File: config.mk
export PLATFORM = sky130hd
export DESIGN_NAME = prio_lifo
export DESIGN_NICKNAME = d
export VERILOG_FILES = /design/src/rtl/prio_lifo_pkg.sv /design/src/rtl/prio_lifo_ctrl.sv /design/src/rtl/prio_lifo_slot.sv /design/src/rtl/prio_lifo.sv
export SDC_FILE = /design/constraint.sdc
export NUM_CORES = 1
export LEC_CHECK = 0
export ABC_CLOCK_PERIOD_IN_PS = 8300
export BUFFER_PORTS_ARGS = -buffer_cell sky130_fd_sc_hd__buf_2
export CORE_MARGIN = 3
export CORE_UTILIZATION = 30
export DETAILED_ROUTE_END_ITERATION = 6
export SKIP_CTS_REPAIR_TIMING = 1
export SYNTH_ARGS = -nofsm -noshare
export SYNTH_HDL_FRONTEND = slang
export SYNTH_SLANG_ARGS = --single-unit
File: constraint.sdc
create_clock -name clk -period 8.3 [get_ports clk]
set_input_delay 1.245 -clock clk [delete_from_list [all_inputs] [get_ports clk]]
set_output_delay 1.245 -clock clk [all_outputs]
set_load 0.02 [all_outputs]
File: src/rtl/prio_lifo_pkg.sv
package prio_lifo_pkg;

  typedef enum logic [1:0] {
    OP_HOLD = 2'd0,
    OP_PUSH = 2'd1,
    OP_POP  = 2'd2,
    OP_SWAP = 2'd3
  } stk_op_e;

  // Occupancy after one cycle, saturating at both ends.
  function automatic int lvl_next(input int lvl, input bit psh, input bit pp,
                                  input int depth);
    if (psh && pp)  return (lvl == 0) ? 1 : lvl;
    if (psh)        return (lvl >= depth) ? depth : lvl + 1;
    if (pp)         return (lvl == 0) ? 0 : lvl - 1;
    return lvl;
  endfunction

endpackage

File: src/rtl/prio_lifo_ctrl.sv
module prio_lifo_ctrl
  import prio_lifo_pkg::*;
#(
  parameter int DEPTH = 14,
  localparam int LVL_W = $clog2(DEPTH + 1)
) (
  input  logic             clk,
  input  logic             rst,
  input  logic             push_i,
  input  logic             pop_i,
  output stk_op_e          op_o,
  output logic [LVL_W-1:0] level_o,
  output logic             full_o,
  output logic             empty_o,
  output logic             drop_o,
  output logic             under_o
);

  logic [LVL_W-1:0] level_q;

  always_comb begin
    empty_o = (level_q == '0);
    full_o  = (level_q == LVL_W'(DEPTH));
    if (push_i && pop_i && !empty_o) op_o = OP_SWAP;
    else if (push_i)                 op_o = OP_PUSH;
    else if (pop_i && !empty_o)      op_o = OP_POP;
    else                             op_o = OP_HOLD;
    drop_o  = push_i && !pop_i && full_o;
    under_o = pop_i && empty_o;
  end

  always_ff @(posedge clk) begin
    if (rst) level_q <= '0;
    else     level_q <= LVL_W'(lvl_next(int'(level_q), push_i, pop_i, DEPTH));
  end

  assign level_o = level_q;

endmodule

File: src/rtl/prio_lifo_slot.sv
module prio_lifo_slot
  import prio_lifo_pkg::*;
#(
  parameter int  PRIO_W = 4,
  parameter bit  IS_TOP = 1'b0
) (
  input  logic              clk,
  input  logic              rst,
  input  stk_op_e           op_i,
  input  logic [PRIO_W-1:0] above_i,
  input  logic [PRIO_W-1:0] below_i,
  output logic [PRIO_W-1:0] val_o
);

  logic [PRIO_W-1:0] val_q;

  always_ff @(posedge clk) begin
    if (rst) begin
      val_q <= '0;
    end else begin
      unique case (op_i)
        OP_PUSH: val_q <= above_i;
        OP_POP:  val_q <= below_i;
        OP_SWAP: if (IS_TOP) val_q <= above_i;
        default: val_q <= val_q;
      endcase
    end
  end

  assign val_o = val_q;

endmodule

File: src/rtl/prio_lifo.sv
module prio_lifo
  import prio_lifo_pkg::*;
#(
  parameter int PRIO_W = 4,
  parameter int DEPTH  = 14,
  localparam int LVL_W = $clog2(DEPTH + 1)
) (
  input  logic              clk,
  input  logic              rst,
  input  logic              push_i,
  input  logic [PRIO_W-1:0] push_prio_i,
  input  logic              pop_i,
  output logic [PRIO_W-1:0] pop_prio_o,
  output logic [LVL_W-1:0]  level_o,
  output logic              full_o,
  output logic              empty_o
);

  stk_op_e           op_w;
  logic              drop_oldest_w;
  logic              pop_underflow_w;
  logic [PRIO_W-1:0] stk_w [DEPTH];

  prio_lifo_ctrl #(.DEPTH(DEPTH)) ctrl_i (
    .clk     (clk),
    .rst     (rst),
    .push_i  (push_i),
    .pop_i   (pop_i),
    .op_o    (op_w),
    .level_o (level_o),
    .full_o  (full_o),
    .empty_o (empty_o),
    .drop_o  (drop_oldest_w),
    .under_o (pop_underflow_w)
  );

  // Entry 0 is the top; entry DEPTH-1 is the oldest and falls off on overflow.
  for (genvar g = 0; g < DEPTH; g++) begin : g_slot
    logic [PRIO_W-1:0] above_w, below_w;
    if (g == 0) begin : g_top
      assign above_w = push_prio_i;
    end else begin : g_mid
      assign above_w = stk_w[g-1];
    end
    if (g == DEPTH - 1) begin : g_last
      assign below_w = '0;
    end else begin : g_inner
      assign below_w = stk_w[g+1];
    end
    prio_lifo_slot #(.PRIO_W(PRIO_W), .IS_TOP(g == 0)) slot_i (
      .clk     (clk),
      .rst     (rst),
      .op_i    (op_w),
      .above_i (above_w),
      .below_i (below_w),
      .val_o   (stk_w[g])
    );
  end

  assign pop_prio_o = empty_o ? '0 : stk_w[0];

endmodule

Word-level counts from Yosys, hierarchy flattened
Cells that the tools add are included.
- ROM bits: 0
- register bits: 60
- memories kept: 0
- memory bits (writable): 0
- latch bits: 0
- input port bits: 8
- word-level logic and storage cells: 68
- equal/unequal tests: 4
- magnitude comparators: 1
- $mul: 0
- bitwise logic cells: 0
- mux-type cells: 36
- shift-type cells: 0
- divide/modulo/power cells: 0
- reductions and logical operators: 10
- add/subtract/negate cells: 2
- operator list (cell ; number):
    $pmux W4 S2 ; 14
    $mux W4 ; 10
    $mux W1 ; 9
    $logic_not A4 Y1 ; 2
    $mux W2 ; 3
    $add A4 B1 Y4 const B ; 1
    $eq A2 B2 Y1 const B ; 2
    $eq A4 B4 Y1 const B ; 1
    $ge A4 B4 Y1 const B ; 1
    $reduce_bool A2 Y1 ; 2
    $sub A4 B1 Y4 const B ; 1
    $logic_and A1 B1 Y1 ; 3
    $reduce_bool A3 Y1 ; 1
    $eq A2 B1 Y1 const B ; 1
    $reduce_or A2 Y1 ; 1
    $logic_not A1 Y1 ; 1

Logic depth before layout (Yosys ltp)
Gate-level depths: netlist of the first run.
- depth in word-level cells: 11
- mapped depth: 11
- depth with buffers taken out: 8

Cells and area by module
A second synthesis of the first run with hierarchy kept.
- cells, all modules: 337
- area total of the unflattened synthesis: 3333.2 um^2
- by module, submodules not included (module ; area an instance (um^2) ; times used ; cells an instance):
    prio_lifo_slot (g_slot[10].slot_i ...) ; 206.4 ; 13 ; 20
    prio_lifo_ctrl ; 430.4 ; 1 ; 54
    prio_lifo_slot (g_slot[0].slot_i) ; 190.2 ; 1 ; 18
    prio_lifo ; 28.8 ; 1 ; 5

Worst setup path after synthesis of the first run
No wires, ideal clock.
- kind: input to register
- from: input push_i
- to: register g_slot[3].slot_i.val_q[3]
- path slack: 5.267 ns
- data arrival time: 2.905 ns
- data required time: 8.172 ns
- stages: 7
- cell sequence: clkbuf_1 -> inv_1 -> ha_1 -> clkbuf_1 -> buf_1 -> mux2i_1 -> nor2_1
- cells in the longest elaborated chain, start to end: 5
- RTL lines (element ; line ; source):
    start: declaration ; prio_lifo.sv:10 ; input logic push_i,
    $logic_and A1 B1 Y1 (2 in a row) ; prio_lifo_ctrl.sv:24 ; if (push_i && pop_i && !empty_o) op_o = OP_SWAP;
    $mux W2 (*) ; prio_lifo_ctrl.sv:24 ;
    $eq A2 B2 Y1 / $eq A2 B1 Y1 (equally long branches) ; prio_lifo_slot.sv:21 ; unique case (op_i)
    $pmux W4 S2 / $reduce_bool A2 Y1 (equally long branches) ; - ;
    end signal: assignment ; prio_lifo_slot.sv:22 ; OP_PUSH: val_q <= above_i;
    end signal: assignment ; prio_lifo_slot.sv:23 ; OP_POP: val_q <= below_i;
    end signal: assignment ; prio_lifo_slot.sv:24 ; OP_SWAP: if (IS_TOP) val_q <= above_i;
    end: declaration ; prio_lifo_slot.sv:15 ; logic [PRIO_W-1:0] val_q;
Mark *: on every way between the ends. The rest lies on a longest branch, timed or not.
A chain may end at the register's enable or synchronous reset.

Final worst setup path of the first run
- from: register ctrl_i.level_q[0] (netlist: ctrl_i.level_o[0])
- to: output pop_prio_o[2]
- cells in the longest elaborated chain, start to end: 2
- RTL lines (element ; line ; source):
    start: declaration ; prio_lifo_ctrl.sv:19 ; logic [LVL_W-1:0] level_q;
    start signal: assignment ; prio_lifo_ctrl.sv:34 ; else level_q <= LVL_W'(lvl_next(int'(level_q), push_i, pop_i, DEPTH));
    $logic_not A4 Y1 ; prio_lifo_ctrl.sv:22 ; empty_o = (level_q == '0);
    $mux W4 ; prio_lifo.sv:60 ; assign pop_prio_o = empty_o ? '0 : stk_w[0];
    end: declaration ; prio_lifo.sv:13 ; output logic [PRIO_W-1:0] pop_prio_o,
Every way passes these cells.

==> run summary, run 1 <==
status = completed
Worst Slack Setup Final = 5032 ps
grt total ovfl = 0
clock skew = 12.11 ps
Max Cap Viol = 0
Initial DRC Count = 109
port bufs = 17
commonest non-fill, non-tap cell in the layout = dfxtp_1
Critical Path RT = 7050 ps
type of the most critical hold path = reg2reg
area growth from synthesis to layout = 12.58%
dominant cell type by area after synthesis = dfxtp_1
final cycle utilization of the critical path = 0.3937
most frequent cells in the layout = dfxtp_1 (60), nor2_1 (57), mux2_2 (52), mux2i_1 (52), buf_2 (17)
CP arrival = 2020 ps
largest net degree at the start of global routing = 62
Setup TNS Final = 0 ps
Initial Util = 0.3094
yosys warns = 0
vias in the first global route = 2,045
layout cells sized above 1 = 0.3045
Site Rows = 36
LEAKAGE = 1.478 nW
Die Width = 106.4 um
post-synth top area share = 0.3972
Root Buffer = clkbuf_8
fill count = 1,008
Tot GR Track Use = 0.09780
final weighted congestion of routability-driven global placement = 0.7558
Tightest Pin Transition = 952.6 ps
Worst Setup Start Kind = flop
crit-path cells = inv_1 -> ha_1 -> or3b_2 -> and2_1 -> buf_2
Clock Path Buffers = 2
Core Footprint = 0.009774 mm2
total power = 0.6720 mW
RSZ-0062 raised after global routing = no
max incr delay on CP = 550 ps
Die H = 106.4 um
Worst-Skew Late Latency = 340 ps
count of final setup violators = 0
Slew HR = 0.3649
CP max stage cell = or3b_2
Net Sw Frac = 0.2555
Buf/Inv on CP = 2
Top delay family on crit path = simple AND/OR/NAND/NOR gates
CTS tree = built
pwr dens = 197.4 mW/mm2
Max FO, Critical Path = 8
H-tree levels = 3
gate count of the mapped netlist = 301
vias = 2,103
# IOs = 18
Seq cells post-synth = 60
DP Wirelength = 3245 um
mean area per synthesized cell = 10.05 um2
post-route ant nets = 0
critical path class = reg2out
Post-Syn Area = 0.003024 mm2
clock network fraction of design power = 0.424
Net Sw Power = 0.1717 mW
Syn Nets = 315
NumNets Final = 321
maximum VDD drop = 0.06998 mV
# diodes = 0
CTS buffer count = 9
initial antenna violation count = 0
wire per inst = 11.87 um
combinational group share of total power = 0.135
Pins Over Slew Limit = 0
Hold Vio Cnt, Final = 0
DRC = 0
first-pass GRT wire length = 9163 um
Seq/Total Area, Yosys = 0.3972
top post-synthesis cells by area = dfxtp_1 (40%), mux2_2 (19%), mux2i_1 (17%), nor2_1 (7.1%), ha_1 (2.5%)
Reg power frac = 0.441
CP Capture Type = output pin
Yosys cell types = 33
clock-pin slew on the worst setup and hold paths = 70 ps
wirelength, routed = 5281 um
Int Power = 0.5003 mW
shortest period the worst path allows = 3268 ps
CTS sink cnt = 60
DIE AREA = 0.01132 mm2
DRT Pass-1 Iters = 4
DP Worst Slack = 5018 ps
DR vias/cell = 4.726
FMAX = 306.0 MHz
worst hold slack = 491.4 ps
==> per-layer routing <==
metal / vias up / GRT usage / routed length (um)
li1: 1050 / - / -
met2: 21 / 0.1588 / 2458
met1: 1026 / 0.1197 / 2600
met5: - / 0 / 0
met3: 6 / 0.03886 / 177
met4: 0 / 0.02775 / 44
==> layout make-up <==
cell class / count / area, um2 / share of cell area
well taps: 133 / 166.4 / 0.04888
multi-input cells: 212 / 1702 / 0.4998
inverters: 5 / 18.77 / 0.005513
clock inverters: 6 / 88.84 / 0.02609
clock buffers: 10 / 127.6 / 0.03749
flip-flops and latches: 60 / 1201 / 0.3528
repair buffers: 19 / 100.1 / 0.02940
==> worst min-delay path: stages (launching register included) <==
cell	delay [ps]
dfxtp_1	330
a21oi_1	60
nor2_1	70
==> logic make-up (layout without fill, tap and decap cells) <==
| family | after synthesis | after routing | share of synthesized area |
|---|---|---|---|
| muxes | 104 | 104 | 0.3657 |
| and+or+nand+nor | 83 | 83 | 0.1291 |
| DFF | 60 | 60 | 0.3972 |
| buffers and inverters | 29 | 40 | 0.04179 |
| AOI/OAI and AO/OA | 18 | 18 | 0.03848 |
| adders and majority gates | 6 | 6 | 0.02482 |
| xor gates and xnor gates | 1 | 1 | 0.002897 |
==> state kept, by name (all words and copies together), names as in the netlist <==
signal,count
ctrl_i.level_o,4
g_slot.slot_i.val_o,56
==> power groups by stage <==
| stage | Sequential [mW] | Combinational, mW | Clock (mW) |
|---|---|---|---|
| final | 0.296 | 0.0906 | 0.285 |
| after global routing | 0.297 | 0.0978 | 0.309 |
| after CTS | 0.296 | 0.0914 | 0.295 |
| after detailed placement | 0.303 | 0.0913 | 0 |
| after global placement | 0.303 | 0.0906 | 0 |
| after floorplan | 0.303 | 0.0747 | 0 |
==> Yosys cell counts, drive strengths merged <==
cell type	instances
or4b	1
dfxtp	60
buf	8
nor3b	5
a31oi	4
and2	5
mux2i	52
nand2	2
mux2	52
clkbuf	16
o21a	1
ha	6
a211oi	1
o21ai	2
nor2	57
nand4	3
or4	1
or3b	1
xnor2	1
nand3	1
a21oi	5
o21ba	1
inv	5
a2111oi	1
and3	3
a22oi	1
nor2b	2
or2	2
o211ai	2
==> metrics by stage <==
stage	instance area [um2]	utilization	cells
floorplan	3024	-	301
global placement	3188	0.3262	429
detailed placement	3188	0.3262	429
CTS	3405	0.3483	445
global route	3405	0.3483	445
finish	3405	0.3483	445
==> final timing paths <==
kind              depth (start not counted)                       start  slack (ps)                         end
hold reg to reg                           2  g_slot[13].slot_i.val_o[0]         490  g_slot[13].slot_i.val_o[0]
setup reg to reg                          8           ctrl_i.level_o[0]        5250  g_slot[10].slot_i.val_o[2]
hold / removal                            2  g_slot[13].slot_i.val_o[0]         490  g_slot[13].slot_i.val_o[0]
setup / recovery                          5           ctrl_i.level_o[0]        5030               pop_prio_o[2]
Note: power is estimated with default switching activity, not from simulation.
==> run 2, diff against run 1 <==
Settings changed: ABC_CLOCK_PERIOD_IN_PS 8300 to 2850.
Clock period 8.3 ns to 2.85 ns, I/O delays scaled along.
==> run 2 against run 1 <==
First-iteration DRC count decreased by 2.8%. Final cell count up 0.45%. Combinational power rose to 3.0 times the previous value. Die area did not move. Critical path type is now reg2reg. Largest power group unchanged. Highest routed layer unchanged.
==> run summary, run 2 (same netlist as run 1, synthesis figures left out) <==
FMAX = 385.1 MHz
Root Buffer = clkbuf_8
wirelength, routed = 5306 um
Slew HR = 0.5830
wire per inst = 11.87 um
Critical Path RT = 3050 ps
Hold Vio Cnt, Final = 0
Max Cap Viol = 0
RSZ-0062 raised after global routing = no
status = completed
fill count = 1,002
commonest non-fill, non-tap cell in the layout = dfxtp_1
Worst-Skew Late Latency = 330 ps
LEAKAGE = 1.498 nW
area growth from synthesis to layout = 14.19%
Initial DRC Count = 106
Setup TNS Final = 0 ps
shortest period the worst path allows = 2597 ps
CTS tree = built
Critical Path Start = ctrl_i.level_o[0]
type of the most critical hold path = in2reg
post-route ant nets = 0
CP Capture Type = flop
layout cells sized above 1 = 0.3121
Clock Path Buffers = 2
Max FO, Critical Path = 42
# diodes = 0
Tightest Pin Transition = 625.5 ps
final weighted congestion of routability-driven global placement = 0.7616
port bufs = 17
Worst Setup Start Kind = flop
Core Footprint = 0.009774 mm2
DIE AREA = 0.01132 mm2
NumNets Final = 323
Reg-to-Reg End = g_slot[13].slot_i.val_o[2]
largest net degree at the start of global routing = 61
critical path class = reg2reg
reg-to-reg slack, setup = 250 ps
pwr dens = 576.7 mW/mm2
initial antenna violation count = 0
CP endpoint = g_slot[13].slot_i.val_o[2]
clock-pin slew on the worst setup and hold paths = 70 ps
max reg flops = 56
final cycle utilization of the critical path = 0.9111
clock skew = 5.927 ps
grt total ovfl = 0
total power = 1.992 mW
first-pass GRT wire length = 9101 um
Pins Over Slew Limit = 0
post-placement cell count = 431
# IOs = 18
Die H = 106.4 um
DRC = 0
DP Wirelength = 3404 um
Die Width = 106.4 um
fin cells = 447
most frequent cells in the layout = dfxtp_1 (60), nor2_1 (57), mux2_2 (52), mux2i_1 (52), buf_2 (17)
vias in the first global route = 2,009
Tot GR Track Use = 0.09772
count of final setup violators = 0
Site Rows = 36
maximum VDD drop = 0.2154 mV
CTS buffer count = 9
Initial Util = 0.3094
CP arrival = 2790 ps
DRT Pass-1 Iters = 4
H-tree levels = 3
CTS sink cnt = 60
DR vias/cell = 4.638
vias = 2,073
Worst R2R Path Depth = 9
worst r2r src = ctrl_i.level_o[0]
-- run 2: cell count changes in the layout (fill, tap and decap cells not counted), sizes merged --
cell and delta:
clkinv -1, buf +2, clkinvlp +1
-- run 2: layer usage --
metal / wire, um / GRT usage / vias up
li1: - / - / 1057
met1: 2655 / 0.1180 / 990
met2: 2457 / 0.1611 / 24
met3: 175 / 0.03643 / 2
met4: 17 / 0.03053 / 0
met5: 0 / 0 / -
-- run 2: how the worst min path moves through the flow --
stage / cells past startpoint / to / start
4_1_cts: 4 / g_slot[0].slot_i.val_o[0] / push_prio_i[0]
5_1_grt: 4 / g_slot[0].slot_i.val_o[1] / push_prio_i[1]
6_report: 4 / g_slot[0].slot_i.val_o[0] / push_prio_i[0]
3_3_place_gp: 2 / g_slot[13].slot_i.val_o[1] / g_slot[13].slot_i.val_o[1]
2_1_floorplan: 2 / g_slot[13].slot_i.val_o[0] / g_slot[13].slot_i.val_o[0]
3_5_place_dp: 2 / g_slot[13].slot_i.val_o[0] / g_slot[13].slot_i.val_o[0]
-- run 2: where the power goes --
group	switching, mW	internal [mW]
registers	0.0127	0.850
clock network	0.341	0.514
logic	0.151	0.124
-- run 2: worst max-delay path, cell delays in order (launching register included) --
cell and delay, ps:
dfxtp_1 370, inv_1 130, ha_1 240, or3b_2 540, and2_1 230, ha_2 360
buf_12 260, nor3b_1 90, a21oi_1 130, nor2_1 50
-- run 2: layout make-up --
cell class / instances / area [um2] / share of cell area
tap: 133 / 166.4 / 0.04819
clock inverter: 6 / 87.58 / 0.02536
multi-input combinational: 212 / 1702 / 0.4928
sequential: 60 / 1201 / 0.3478
inverter: 5 / 18.77 / 0.005435
timing repair buffer: 21 / 140.1 / 0.04058
clock buffer: 10 / 137.6 / 0.03986
-- run 2: stage by stage --
| stage | cell area, um2 | hold slack [ps] | worst slack [ps] | util |
|---|---|---|---|---|
| global route | 3453 | 467.0 | 74.47 | 0.3533 |
| finish | 3453 | 465.4 | 253.2 | 0.3533 |
| global placement | 3228 | 465.8 | 317.1 | 0.3303 |
| CTS | 3453 | 449.2 | 254.4 | 0.3533 |
| detailed placement | 3228 | 481.1 | 266.7 | 0.3303 |
| floorplan | 3025 | 455.1 | 78.24 | - |
==> run 3, diff against run 2 <==
Settings changed: ABC_AREA set to 1.
==> run 3 against run 2 <==
Critical path depth increased by 1. Core utilization decreased by 0.12 points. Wire length increased by 20%.
==> run summary, run 3 <==
Site Rows = 36
pwr dens = 670.4 mW/mm2
Worst R2R Path Depth = 10
Die H = 108.7 um
area growth from synthesis to layout = 11.31%
asr flop ratio synth = 0
DRC = 0
max reg flops = 56
Tot GR Track Use = 0.1185
# diodes = 0
Max FO, Critical Path = 17
type of the most critical hold path = in2reg
crit-path cells = inv_1 -> ha_1 -> nand3_4 -> nand2_4 -> inv_1 -> ha_2 -> buf_4 -> a21oi_1 -> o21ai_1 -> inv_1
initial antenna violation count = 0
met1 GRT Util = 0.1382
GR peak layer = met2
wirelength, routed = 6348 um
CTS buffer count = 9
DP Wirelength = 4205 um
vias = 2,804
Die Width = 108.7 um
Yosys cell types = 26
top post-synthesis cells by area = dfxtp_1 (38%), o21ai_0 (15%), inv_1 (13%), a21oi_1 (8.7%), nand2_1 (8.4%)
LEAKAGE = 1.761 nW
shortest period the worst path allows = 2215 ps
CTS tree = built
mean area per synthesized cell = 6.522 um2
most frequent cells in the layout = inv_1 (113), o21ai_0 (95), nand2_1 (71)
Synth top cells by count = inv_1 (113), o21ai_0 (95), nand2_1 (71)
count leader, synth = inv_1
Seq cells post-synth = 60
Root Buffer = clkbuf_8
DIE AREA = 0.01181 mm2
port bufs = 17
Crit path top cell by count = inv_1
final weighted congestion of routability-driven global placement = 0.7916
CTS sink cnt = 60
vias in the first global route = 2,691
Top delay family on crit path = adder cells
final core occ = 0.3521
CP Depth = 10
Clock Path Buffers = 2
total power = 2.360 mW
CP Capture Type = flop
Syn Nets = 499
Buf/Inv on CP = 4
post-route ant nets = 0
count of final setup violators = 0
Synth Flop Type = dfxtp_1
critical path class = reg2reg
final cycle utilization of the critical path = 0.7774
Max Cap Viol = 0
first-pass GRT wire length = 11,500 um
Setup TNS Final = 0 ps
Slew HR = 0.6382
Worst-Skew Late Latency = 330 ps
FMAX = 451.4 MHz
yosys warns = 0
clock skew = 7.348 ps
DR vias/cell = 4.479
Hold Vio Cnt, Final = 0
# IOs = 18
layout cells sized above 1 = 0.09331
Tightest Pin Transition = 542.6 ps
Critical Path RT = 3080 ps
wire per inst = 10.14 um
max incr delay on CP = 530 ps
Core Footprint = 0.01000 mm2
Post-Syn Area = 0.003163 mm2
Worst Setup Start Kind = flop
H-tree levels = 3
largest net degree at the start of global routing = 78
dominant cell type by area after synthesis = dfxtp_1
CP arrival = 2440 ps
RSZ-0062 raised after global routing = no
worst hold slack = 408.2 ps
post-synth top area share = 0.3797
DRT Pass-1 Iters = 4
Initial Util = 0.3163
maximum VDD drop = 0.1818 mV
Seq/Total Area, Yosys = 0.3797
Pins Over Slew Limit = 0
CP max stage cell = ha_2
status = completed
commonest non-fill, non-tap cell in the layout = inv_1
number of synthesized flops with an enable pin = 0
NumNets Final = 504
clock-pin slew on the worst setup and hold paths = 60 ps
gate count of the mapped netlist = 485
M2 GR Usage = 0.2074
grt total ovfl = 0
Initial DRC Count = 184
hold path cells = 5
GR Util met3 = 0.03848
-- run 3: cell count changes after synthesis, moves of 9 or more --
cell,before,now
mux2i_1,52,0
o21ai_1,0,17
nand2_1,2,71
nor2_1,57,23
inv_1,5,113
clkbuf_1,16,7
mux2_2,52,0
a21oi_1,5,55
o21ai_0,2,95
-- run 3: final cells by class --
class,instances,area [um2]
fill,1096,6479
multi-input combinational,280,1364
sequential,60,1201
inverter,117,441.7
timing repair buffer,22,172.7
tap,133,166.4
clock buffer,12,165.2
clock inverter,2,10.01
-- run 3: worst paths after layout --
path	startpoint	endpoint	slack (ps)
min reg2reg	g_slot[12].slot_i.val_o[2]	g_slot[13].slot_i.val_o[2]	530
max reg2reg	ctrl_i.level_o[0]	g_slot[11].slot_i.val_o[2]	630
max	ctrl_i.level_o[0]	g_slot[11].slot_i.val_o[2]	630
min	push_prio_i[2]	g_slot[0].slot_i.val_o[2]	410
-- run 3: where the power goes --
group / leakage [nW] / switching, mW / internal, mW
clock network: 0.0941 / 0.307 / 0.374
logic: 1.17 / 0.398 / 0.226
registers: 0.496 / 0.0727 / 0.982
total: 1.76 / 0.778 / 1.58
-- run 3: cell families after synthesis --
family	Yosys count	share of synthesized area
compound gates	169	0.2686
fa+ha+maj	6	0.02373
buf+inv	145	0.1907
flops	60	0.3797
simple gates	105	0.1373
-- run 3: per-stage QoR --
stage	cells	setup WS (ps)	area, um2
after floorplan	485	751.5	3163
after detailed placement	612	659.8	3346
after global placement	612	722.7	3346
after CTS	626	614.7	3521
after global routing	626	437.3	3521
final	626	634.5	3521
-- run 3: tightest hold or removal path, delay by kind of cell --
family                 cells  cell delay (ps)
buffers and inverters      2              120
and+or+nand+nor            1               40
AOI/OAI and AO/OA          2              120
-- run 3: routing by layer --
metal / wire length, um / up-vias
met5: 0 / -
met4: 48 / 0
met3: 231 / 6
met2: 2985 / 42
met1: 3084 / 1250
li1: - / 1506
